$ cat src/rtl/seq_ratio_pkg.sv
package seq_ratio_pkg;
  // Default geometry of the timebase and the output family
  localparam int FRAME_TICKS_D = 32;  // ticks per base period
  localparam int SEG_LEN_D     = 11;  // 3x segment length before resync
  localparam int DIV_4X_D      = 8;   // ticks per 4x period (power of 2)
  localparam int N_OUT_D       = 5;   // ratio clock plus divide-by-2 stages
  localparam int CLICK_TAP_D   = 3;   // output index driving the click
  localparam int SYNC_STAGES_D = 2;   // synchronizer depth
endpackage

$ cat src/rtl/seq_tick_front.sv
module seq_tick_front #(
  parameter int SYNC_STAGES = seq_ratio_pkg::SYNC_STAGES_D
) (
  input  logic clk,
  input  logic rst_n,
  input  logic int_tick_i,
  input  logic ext_tick_i,
  input  logic src_ext_i,
  output logic tick_o,
  output logic int_lvl_o
);
  logic [SYNC_STAGES-1:0] int_sr, ext_sr;
  logic sel_lvl, sel_prev;

  always_ff @(posedge clk or negedge rst_n) begin
    if (!rst_n) begin
      int_sr   <= '0;
      ext_sr   <= '0;
      sel_prev <= 1'b0;
    end else begin
      int_sr   <= {int_sr[SYNC_STAGES-2:0], int_tick_i};
      ext_sr   <= {ext_sr[SYNC_STAGES-2:0], ext_tick_i};
      sel_prev <= sel_lvl;
    end
  end

  assign int_lvl_o = int_sr[SYNC_STAGES-1];
  assign sel_lvl   = src_ext_i ? ext_sr[SYNC_STAGES-1] : int_sr[SYNC_STAGES-1];
  assign tick_o    = sel_lvl & ~sel_prev;

  // a selected input edge yields a tick of exactly one cycle
  assert_tick_single_R7: assert property (@(posedge clk) disable iff (!rst_n)
    tick_o |=> !tick_o);
endmodule

$ cat src/rtl/seq_ratio_gen.sv
module seq_ratio_gen #(
  parameter int FRAME_TICKS = seq_ratio_pkg::FRAME_TICKS_D,
  parameter int SEG_LEN     = seq_ratio_pkg::SEG_LEN_D,
  parameter int DIV_4X      = seq_ratio_pkg::DIV_4X_D
) (
  input  logic clk,
  input  logic rst_n,
  input  logic stop_i,
  input  logic tick_i,
  input  logic ratio3_i,
  output logic cl0_o,
  output logic rise0_o
);
  localparam int FW  = $clog2(FRAME_TICKS);
  localparam int SW  = $clog2(SEG_LEN);
  localparam int D4W = $clog2(DIV_4X);
  localparam logic [FW-1:0]  FRAME_LAST = FW'(FRAME_TICKS - 1);
  localparam logic [SW-1:0]  SEG_LAST   = SW'(SEG_LEN - 1);
  localparam logic [SW-1:0]  SEG_HALF   = SW'(SEG_LEN / 2);
  localparam logic [D4W-1:0] D4_HALF    = D4W'(DIV_4X / 2);

  logic [FW-1:0] frame_q;  // position of the next tick within the frame
  logic [SW-1:0] seg_q;    // position of the next tick within the 3x segment
  logic          cl0_q;
  logic          next_lvl;

  assign next_lvl = ratio3_i ? (seg_q < SEG_HALF)
                             : (frame_q[D4W-1:0] < D4_HALF);

  always_ff @(posedge clk or negedge rst_n) begin
    if (!rst_n) begin
      frame_q <= '0;
      seg_q   <= '0;
      cl0_q   <= 1'b0;
    end else if (stop_i) begin
      frame_q <= '0;
      seg_q   <= '0;
      cl0_q   <= 1'b0;
    end else if (tick_i) begin
      cl0_q   <= next_lvl;
      frame_q <= (frame_q == FRAME_LAST) ? '0 : frame_q + 1'b1;
      if (frame_q == FRAME_LAST || seg_q == SEG_LAST) seg_q <= '0;
      else                                             seg_q <= seg_q + 1'b1;
    end
  end

  assign cl0_o   = cl0_q;
  assign rise0_o = tick_i & ~stop_i & next_lvl & ~cl0_q;

  // segment counter never passes its wrap value
  assert_seg_bound_R3: assert property (@(posedge clk) disable iff (!rst_n)
    seg_q <= SEG_LAST);
  // the frame wrap re-synchronizes the 3x segment
  assert_frame_resync_R3: assert property (@(posedge clk) disable iff (!rst_n || stop_i)
    (tick_i && frame_q == FRAME_LAST) |=> (seg_q == '0 && frame_q == '0));
  // a cycle of stop leaves all counting state at zero
  assert_stop_clear_R2: assert property (@(posedge clk) disable iff (!rst_n)
    $past(stop_i) |-> (frame_q == '0 && seg_q == '0 && !cl0_q));
endmodule

$ cat src/rtl/seq_div_chain.sv
module seq_div_chain #(
  parameter int N_OUT = seq_ratio_pkg::N_OUT_D
) (
  input  logic             clk,
  input  logic             rst_n,
  input  logic             stop_i,
  input  logic             cl0_i,
  input  logic             rise0_i,
  output logic [N_OUT-1:0] cl_o
);
  logic [N_OUT-1:1] cl_q;
  logic [N_OUT-2:0] rise;

  assign rise[0] = rise0_i;
  assign cl_o    = {cl_q, cl0_i};

  for (genvar i = 1; i < N_OUT; i++) begin : g_stage
    always_ff @(posedge clk or negedge rst_n) begin
      if (!rst_n)      cl_q[i] <= 1'b0;
      else if (stop_i) cl_q[i] <= 1'b0;
      else             cl_q[i] <= cl_q[i] ^ rise[i-1];
    end
    if (i < N_OUT - 1) begin : g_carry
      assign rise[i] = rise[i-1] & ~cl_q[i];
    end
    // a stage moves only together with a rising edge of the stage before
    assert_div_step_R5: assert property (@(posedge clk) disable iff (!rst_n || stop_i)
      (!$past(stop_i) && !$stable(cl_q[i])) |-> $rose(cl_o[i-1]));
  end
endmodule

$ cat src/rtl/seq_ratio_clk.sv
module seq_ratio_clk #(
  parameter int FRAME_TICKS = seq_ratio_pkg::FRAME_TICKS_D,
  parameter int SEG_LEN     = seq_ratio_pkg::SEG_LEN_D,
  parameter int DIV_4X      = seq_ratio_pkg::DIV_4X_D,
  parameter int N_OUT       = seq_ratio_pkg::N_OUT_D,
  parameter int CLICK_TAP   = seq_ratio_pkg::CLICK_TAP_D,
  parameter int SYNC_STAGES = seq_ratio_pkg::SYNC_STAGES_D
) (
  input  logic             clk,
  input  logic             rst_n,
  input  logic             stop_i,
  input  logic             src_ext_i,
  input  logic             ratio3_i,
  input  logic             click_en_i,
  input  logic             int_tick_i,
  input  logic             ext_tick_i,
  output logic [N_OUT-1:0] cl_o,
  output logic             click_o,
  output logic             rec_o,
  output logic             running_o
);
  logic             tick, int_lvl, cl0, rise0;
  logic [N_OUT-1:0] cl_raw;

  seq_tick_front #(.SYNC_STAGES(SYNC_STAGES)) front_i (
    .clk(clk), .rst_n(rst_n), .int_tick_i(int_tick_i), .ext_tick_i(ext_tick_i),
    .src_ext_i(src_ext_i), .tick_o(tick), .int_lvl_o(int_lvl));

  seq_ratio_gen #(.FRAME_TICKS(FRAME_TICKS), .SEG_LEN(SEG_LEN), .DIV_4X(DIV_4X)) gen_i (
    .clk(clk), .rst_n(rst_n), .stop_i(stop_i), .tick_i(tick), .ratio3_i(ratio3_i),
    .cl0_o(cl0), .rise0_o(rise0));

  seq_div_chain #(.N_OUT(N_OUT)) chain_i (
    .clk(clk), .rst_n(rst_n), .stop_i(stop_i), .cl0_i(cl0), .rise0_i(rise0),
    .cl_o(cl_raw));

  // stop forces the visible outputs low at once
  assign cl_o      = cl_raw & {N_OUT{~stop_i}};
  assign click_o   = cl_raw[CLICK_TAP] & click_en_i & ~stop_i;
  assign rec_o     = int_lvl & ~stop_i;
  assign running_o = ~stop_i;
endmodule

$ cat config.mk
export PLATFORM = sky130hd
export DESIGN_NAME = seq_ratio_clk
export DESIGN_NICKNAME = d
export VERILOG_FILES = /design/src/rtl/seq_ratio_pkg.sv /design/src/rtl/seq_tick_front.sv /design/src/rtl/seq_ratio_gen.sv /design/src/rtl/seq_div_chain.sv /design/src/rtl/seq_ratio_clk.sv
export SDC_FILE = /design/constraint.sdc
export NUM_CORES = 1
export LEC_CHECK = 0
export BUFFER_PORTS_ARGS = -buffer_cell sky130_fd_sc_hd__buf_2
export CORE_MARGIN = 2
export CORE_UTILIZATION = 57
export DETAILED_ROUTE_END_ITERATION = 8
export PLACE_DENSITY = 0.81
export SLEW_MARGIN = 0
export SYNTH_ARGS = -nofsm -noshare
export SYNTH_HDL_FRONTEND = slang
export SYNTH_SLANG_ARGS = --single-unit
$ cat constraint.sdc
create_clock -name clk -period 3.8 [get_ports clk]
set_input_delay 0.38 -clock clk [delete_from_list [all_inputs] [get_ports clk]]
set_output_delay 0.38 -clock clk [all_outputs]
set_load 0.01 [all_outputs]
==> flow_summary.ini, run 1 <==
[clock_tree]
clk-insertion-delay-late_ns = 0.30
htree_levels = 1
postCtsHoldBufs = 0
clk_pin_slew_ns = 0.11
numCtsBuffers = 3
cts.sinks = 19
postCtsResizedCells = 0
cts_tree = yes
cts_setup_buffers = 0
clk_path_buf_depth = 2
cts_root_buf = clkbuf_4

[cells_and_area]
drive_gt1_share_pct = 20.0
nets = 127
stdcell_count = 126
layout.cells.most_common_list = dfrtp_1 (19), buf_2 (15), nor2_1 (11)
num_antenna_cells = 0
mostFrequentLayoutCell = dfrtp_1
area_growth_pct = 11.7
fill_cells = 131

[sta]
skew_ns = 0.00420
fin_ws_ns = 1.77
worstMarginPinSlew_ns = 0.534
clock.fmax_mhz = 492
finalSetupTns_ns = 0
rsz0062_at_grt = no
fin_crit_ns = 2.03
hold_violations = 3
fin_crit_sh_pct = 53.5
slew_headroom_pct = 63.7
holdWs_ns = -0.000506
finalSetupViolCount = 0
report.final.slew_viol_count = 0

[route]
drt_iter0_drc = 8
drc = 0
ant_nets = 0
via_per_inst = 5.88
first_pass_iters = 5
vias = 741
wirelength_mm = 1.70
drt-wirelength-per-cell_um = 13.5

[pwr]
p_sw_share_pct = 26.6
clockPowerShare_pct = 27.6
p_leak_nw = 0.504
power_density_nw_per_um2 = 342
intPower_mw = 0.267
vdd_ir_drop_max_mv = 0.321
pwr-share-seq_pct = 60.3
power_frac_comb_pct = 12.1
switchingPower_mw = 0.0967

[synth]
ys_ff_latch = 19
syn_area_per_cell_um2 = 10.1
netlist_instances = 94
synth_area_leaders = dfrtp_1 (50%), ha_1 (11%), nor2_1 (4.3%)
synth_top_area_share_pct = 49.9
ys_warn_count = 0
syn_nets = 110
synth_area_um2 = 952
yosysSeqAreaShare_pct = 49.9
synth.distinct_cells = 29
synth_top_area_cell = dfrtp_1

[die]
dieArea_um2 = 2010
top_level_ports = 16
initial_core_util_pct = 61.8
die_y_um = 44.9
core_area_um2 = 1540
die_w_um = 44.9
num_rows = 14

[critical_path]
critPathRequiredTime_ns = 3.98
crit_type = register to register
startpoint_type = register
crit_path_end_kind = register
crit_arrival_ns = 2.22
worstPathMaxFanout = 10

[place]
place.gp.congestion = 0.769
io_buffers = 15
hpwl_mm = 1.23
place_ws_ns = 1.62
dpl.cell_count = 122

[global_routing]
grt_usage_pct = 20.1
grt_pass1_vias = 648
antenna_found_initial = 0
grt_max_degree = 24
grt_remaining_overflow = 0
grt_pass1_wl_mm = 2.86

[outcome]
outcome = complete, but fails checks
violations = hold timing

[hold_path]
min_path_type = primary input to async pin

[run]
maxCapViolCount = 0
## state kept, by name, summed over array words and instances, names as in the netlist
| register | cells |
|---|---|
| gen_i.seg_q | 4 |
| front_i.int_sr | 2 |
| front_i.sel_prev | 1 |
| front_i.ext_sr | 2 |
| gen_i.frame_q | 5 |
| gen_i.cl0_o | 1 |
| chain_i.cl_o | 4 |
## final cells by class
| type | count | area [µm²] | share of cell area (%) |
|---|---|---|---|
| multi-input cells | 61 | 424 | 39.9 |
| well taps | 16 | 20.0 | 1.88 |
| clock buffers | 3 | 22.5 | 2.12 |
| flip-flops and latches | 19 | 475 | 44.7 |
| repair buffers | 15 | 75.1 | 7.06 |
| clock inverters | 1 | 5.00 | 0.471 |
| inverters | 11 | 41.3 | 3.88 |
## per-layer routing
| metal | track usage, % | routed length [µm] | part of all wire, % |
|---|---|---|---|
| met2 | 30.1 | 761 | 45 |
| met1 | 28.6 | 823 | 48 |
| met5 | 0 | 0 | 0 |
| met3 | 3.60 | 84 | 4.9 |
| met4 | 8.82 | 30 | 1.8 |
## synth_stat cells (all sizes together)
cell / n
a211oi: 1
a21oi: 5
a31oi: 2
and3: 2
buf: 1
clkbuf: 2
dfrtp: 19
ha: 8
inv: 11
mux2i: 1
nand2: 2
nand2b: 2
nand3: 3
nand3b: 1
nand4: 2
nor2: 12
nor2b: 3
nor4b: 2
o2111ai: 1
o21ai: 3
o22ai: 1
o311ai: 2
o31ai: 1
o32ai: 2
o41ai: 1
or4: 2
xnor2: 2
## cells by family (layout without fill, tap and decap cells)
| group | Yosys count | in the layout | synth area share (%) |
|---|---|---|---|
| multiplexers | 1 | 1 | 1.45 |
| AO/OA/AOI/OAI | 19 | 19 | 13.3 |
| AND/OR/NAND/NOR | 31 | 31 | 17.5 |
| XOR/XNOR | 2 | 2 | 1.84 |
| flip-flops | 19 | 19 | 49.9 |
| buffers and inverters | 14 | 30 | 5.52 |
| adder cells (fa/ha/maj) | 8 | 8 | 10.5 |
## per-stage QoR
stage | power (mW) | util [%] | area (µm²)
floorplan | 0.250 | - | 952
global placement | 0.266 | 67.2 | 1040
detailed placement | 0.268 | 67.2 | 1040
CTS | 0.370 | 69.0 | 1060
global route | 0.385 | 69.0 | 1060
finish | 0.364 | 69.0 | 1060
## worst max-delay path, stage by stage (launching register included)
cell and delay (ns):
dfrtp_1 0.40, mux2i_2 0.45, nor2_2 0.14, nor4b_1 0.18, ha_1 0.20, ha_1 0.18, ha_1 0.18, xnor2_1 0.14
nor2_1 0.05
## path summary, 6_finish.rpt
| kind | start | endpoint | slack, ns | depth (start not counted) |
|---|---|---|---|---|
| worst max-delay path | front_i.int_sr[1] | chain_i.cl_o[4] | 1.77 | 8 |
| worst min-delay path | rst_n | chain_i.cl_o[4] | -0.0005 | 1 |
| worst max register to register | front_i.int_sr[1] | chain_i.cl_o[4] | 1.77 | 8 |
| worst min register to register | front_i.ext_sr[0] | front_i.ext_sr[1] | 0.37 | 0 |
| max in group asynchronous | rst_n | gen_i.frame_q[1] | 3.51 | 1 |
| min in group clk | int_tick_i | front_i.int_sr[0] | 0.18 | 1 |
## power by group through the flow
stage / registers (mW) / clock network (mW) / logic (mW)
5_1_grt: 0.222 / 0.113 / 0.0504
3_5_place_dp: 0.224 / 0 / 0.0444
4_1_cts: 0.220 / 0.106 / 0.0445
6_report: 0.220 / 0.100 / 0.0440
3_3_place_gp: 0.223 / 0 / 0.0428
2_1_floorplan: 0.220 / 0 / 0.0297
No activity file was read; power rests on OpenSTA's default activity.
==> run 2: changes to the inputs <==
--- a/config.mk
+++ b/config.mk
@@ -5,11 +5,12 @@
 export SDC_FILE = /design/constraint.sdc
 export NUM_CORES = 1
 export LEC_CHECK = 0
+export ABC_AREA = 1
 export BUFFER_PORTS_ARGS = -buffer_cell sky130_fd_sc_hd__buf_2
 export CORE_MARGIN = 2
-export CORE_UTILIZATION = 57
+export CORE_UTILIZATION = 54
 export DETAILED_ROUTE_END_ITERATION = 8
-export PLACE_DENSITY = 0.81
+export PLACE_DENSITY = 0.77
 export SLEW_MARGIN = 0
 export SYNTH_ARGS = -nofsm -noshare
 export SYNTH_HDL_FRONTEND = slang
==> constraint.sdc (replaced) <==
create_clock -name clk -period 1.9 [get_ports clk]
set_input_delay 0.19 -clock clk [delete_from_list [all_inputs] [get_ports clk]]
set_output_delay 0.19 -clock clk [all_outputs]
set_load 0.01 [all_outputs]
==> run 2 against run 1 <==
- the run now ends clean
- die area is 12% higher
- design area is 12% higher
- first-iteration DRC count is 13% lower
- clock power is 120% higher
- largest power group unchanged
- critical path type unchanged
- area after synthesis is 7.1% higher
- global-route usage is 0.76 points lower
==> flow_summary.ini, run 2 <==
[outcome]
outcome = completed

[die]
die_y_um = 47.5
core_area_um2 = 1750
num_rows = 15
dieArea_um2 = 2250
top_level_ports = 16
initial_core_util_pct = 58.4
die_w_um = 47.5

[sta]
rsz0062_at_grt = no
fin_ws_ns = 0.167
finalSetupTns_ns = 0
clock.fmax_mhz = 577
slew_headroom_pct = 72.4
finalSetupViolCount = 0
fin_crit_sh_pct = 91.2
hold_violations = 0
report.final.slew_viol_count = 0
worstMarginPinSlew_ns = 0.414
skew_ns = 0.00566
fin_crit_ns = 1.73

[global_routing]
grt_max_degree = 20
grt_pass1_wl_mm = 2.95
grt_remaining_overflow = 0
grt_usage_pct = 19.3
grt_pass1_vias = 737
antenna_found_initial = 0

[critical_path]
worstPathMaxFanout = 3
crit_type = register to register
worstReg2RegStart = gen_i.seg_q[0]
r2r-end = chain_i.cl_o[3]
crit_arrival_ns = 1.94
rrSetupSlack_ns = 0.17
startpoint_type = register
worst-r2r-cell-count = 10
crit_path_end_kind = register
critPathRequiredTime_ns = 2.10

[cells_and_area]
largest_register_ffs = 5
mostFrequentLayoutCell = nand2_1
area_growth_pct = 16.8
num_antenna_cells = 0
layout.cells.most_common_list = nand2_1 (27), dfrtp_1 (19), inv_1 (17), nor2_1 (17), nand3_1 (17)
regMostFlops = gen_i.frame_q
fill_cells = 153
stdcell_count = 170
nets = 162
drive_gt1_share_pct = 22.8

[clock_tree]
clk-insertion-delay-late_ns = 0.31
cts.sinks = 19
cts_root_buf = clkbuf_4
htree_levels = 1
clk_path_buf_depth = 2
clk_pin_slew_ns = 0.12
cts_tree = yes
numCtsBuffers = 3

[synth]
synthAdderAreaFrac_pct = 9.82
synth-xor-area-share_pct = 0.859
async_flop_share_pct = 100
synth_compound_gate_area_share_pct = 2.33
synth_edf_count = 0
syn_area_per_cell_um2 = 8.29
ys_top_cells_by_count = nand2_1 (27), dfrtp_1 (19), inv_1 (17), nand3_1 (17), nor2_1 (17)
synth-simple-area-share_pct = 31.0
synth_most_common_cell = nand2_1
synth_top_family_by_area = simple AND/OR/NAND/NOR gates
synth_top_area_cell = dfrtp_1
syn_nets = 139
synth_area_leaders = dfrtp_1 (47%), nand2_1 (9.9%), ha_1 (9.8%)
ys_warn_count = 0
synth_area_um2 = 1020
synth_top_area_share_pct = 46.6
synth.distinct_cells = 20
ys_ff_latch = 19
yosysSeqAreaShare_pct = 46.6
synth_mux_area_share_pct = 0
synthFlopType = dfrtp_1
netlist_instances = 123

[route]
vias = 816
wirelength_mm = 1.79
ant_nets = 0
via_per_inst = 4.80
first_pass_iters = 4
drt-wirelength-per-cell_um = 10.5
drc = 0
drt_iter0_drc = 7

[pwr]
vdd_ir_drop_max_mv = 0.511
power_density_nw_per_um2 = 651
p_sw_share_pct = 28.7
p_leak_nw = 0.647
clockPowerShare_pct = 27.9
switchingPower_mw = 0.223
p_total_mw = 0.775
pwr-share-seq_pct = 57.0
power_frac_comb_pct = 15.1
intPower_mw = 0.553

[place]
io_buffers = 15
hpwl_mm = 1.33
place.gp.congestion = 0.854
place_ws_ns = 0.0403
dpl.cell_count = 163

[run]
maxCapViolCount = 0

[hold_path]
min_path_type = primary input to register
worstHoldStart = src_ext_i
min_to = front_i.sel_prev
min_path_cells = 4
run 2: cell types whose count changed after synthesis, moves of 3 or more:
cell,previous run,this run
a21oi_1,5,1
nand3_1,3,17
nor2b_1,3,0
nor2_1,11,17
nand2_1,2,27
inv_1,10,17
run 2: area by class of cell:
type | instances | area (µm²) | area share (%)
clock buffer | 3 | 22.5 | 1.89
clock inverter | 1 | 7.51 | 0.630
inverter | 19 | 71.3 | 5.99
multi-input combinational | 82 | 455 | 38.2
sequential | 19 | 475 | 39.9
tap | 25 | 31.3 | 2.63
timing repair buffer | 21 | 128 | 10.7
run 2: power by group through the flow:
stage	combinational (mW)	clock [mW]	sequential, mW
floorplan	0.0727	0	0.447
global placement	0.109	0	0.449
detailed placement	0.113	0	0.450
CTS	0.118	0.225	0.442
global route	0.137	0.236	0.444
finish	0.117	0.216	0.442
run 2: cell families (layout without fill, tap and decap cells):
group                    after synthesis  after routing
AO/OA/AOI/OAI                          4              4
XOR/XNOR                               1              1
adder cells (fa/ha/maj)                8              8
buffers and inverters                 22             44
flip-flops                            19             19
AND/OR/NAND/NOR                       69             69
run 2: critical path: stages, from the launching register on:
cell	delay (ns)
dfrtp_1	0.36
inv_1	0.07
ha_1	0.20
o21ai_1	0.12
nand2_1	0.08
nand3_2	0.08
nor2_1	0.04
ha_1	0.17
ha_1	0.18
ha_2	0.31
nor2_1	0.03
run 2: layer usage:
| layer | share of wire (%) | global-route usage (%) | wire length, µm |
|---|---|---|---|
| met2 | 49 | 30.5 | 871 |
| met3 | 2.5 | 4.53 | 45 |
| met5 | 0 | 0 | 0 |
| met4 | 1.7 | 8.33 | 31 |
| met1 | 47 | 25.3 | 839 |
run 2: per-stage QoR:
step / util [%] / hold WS, ns / cell area (µm²)
finish: 68.2 / 0.170 / 1190
global route: 68.2 / 0.182 / 1190
CTS: 67.9 / 0.162 / 1180
detailed placement: 64.4 / 0.151 / 1120
global placement: 64.4 / 0.144 / 1120
floorplan: - / -0.106 / 1020
run 2: worst max-delay path by stage:
stage	end	start
final	chain_i.cl_o[3]	gen_i.seg_q[0]
after global routing	chain_i.cl_o[3]	gen_i.seg_q[0]
after CTS	chain_i.cl_o[4]	gen_i.seg_q[0]
after detailed placement	chain_i.cl_o[4]	gen_i.seg_q[0]
after global placement	chain_i.cl_o[4]	gen_i.seg_q[0]
after floorplan	chain_i.cl_o[4]	gen_i.seg_q[0]
run 2: repair_timing:
action                                  4_1_cts  5_1_grt
gates resized for setup                       0        4
endpoints found under the hold margin        21        0
buffers inserted                              0        0
endpoints found under the setup margin        0        2
hold buffers                                  3        0
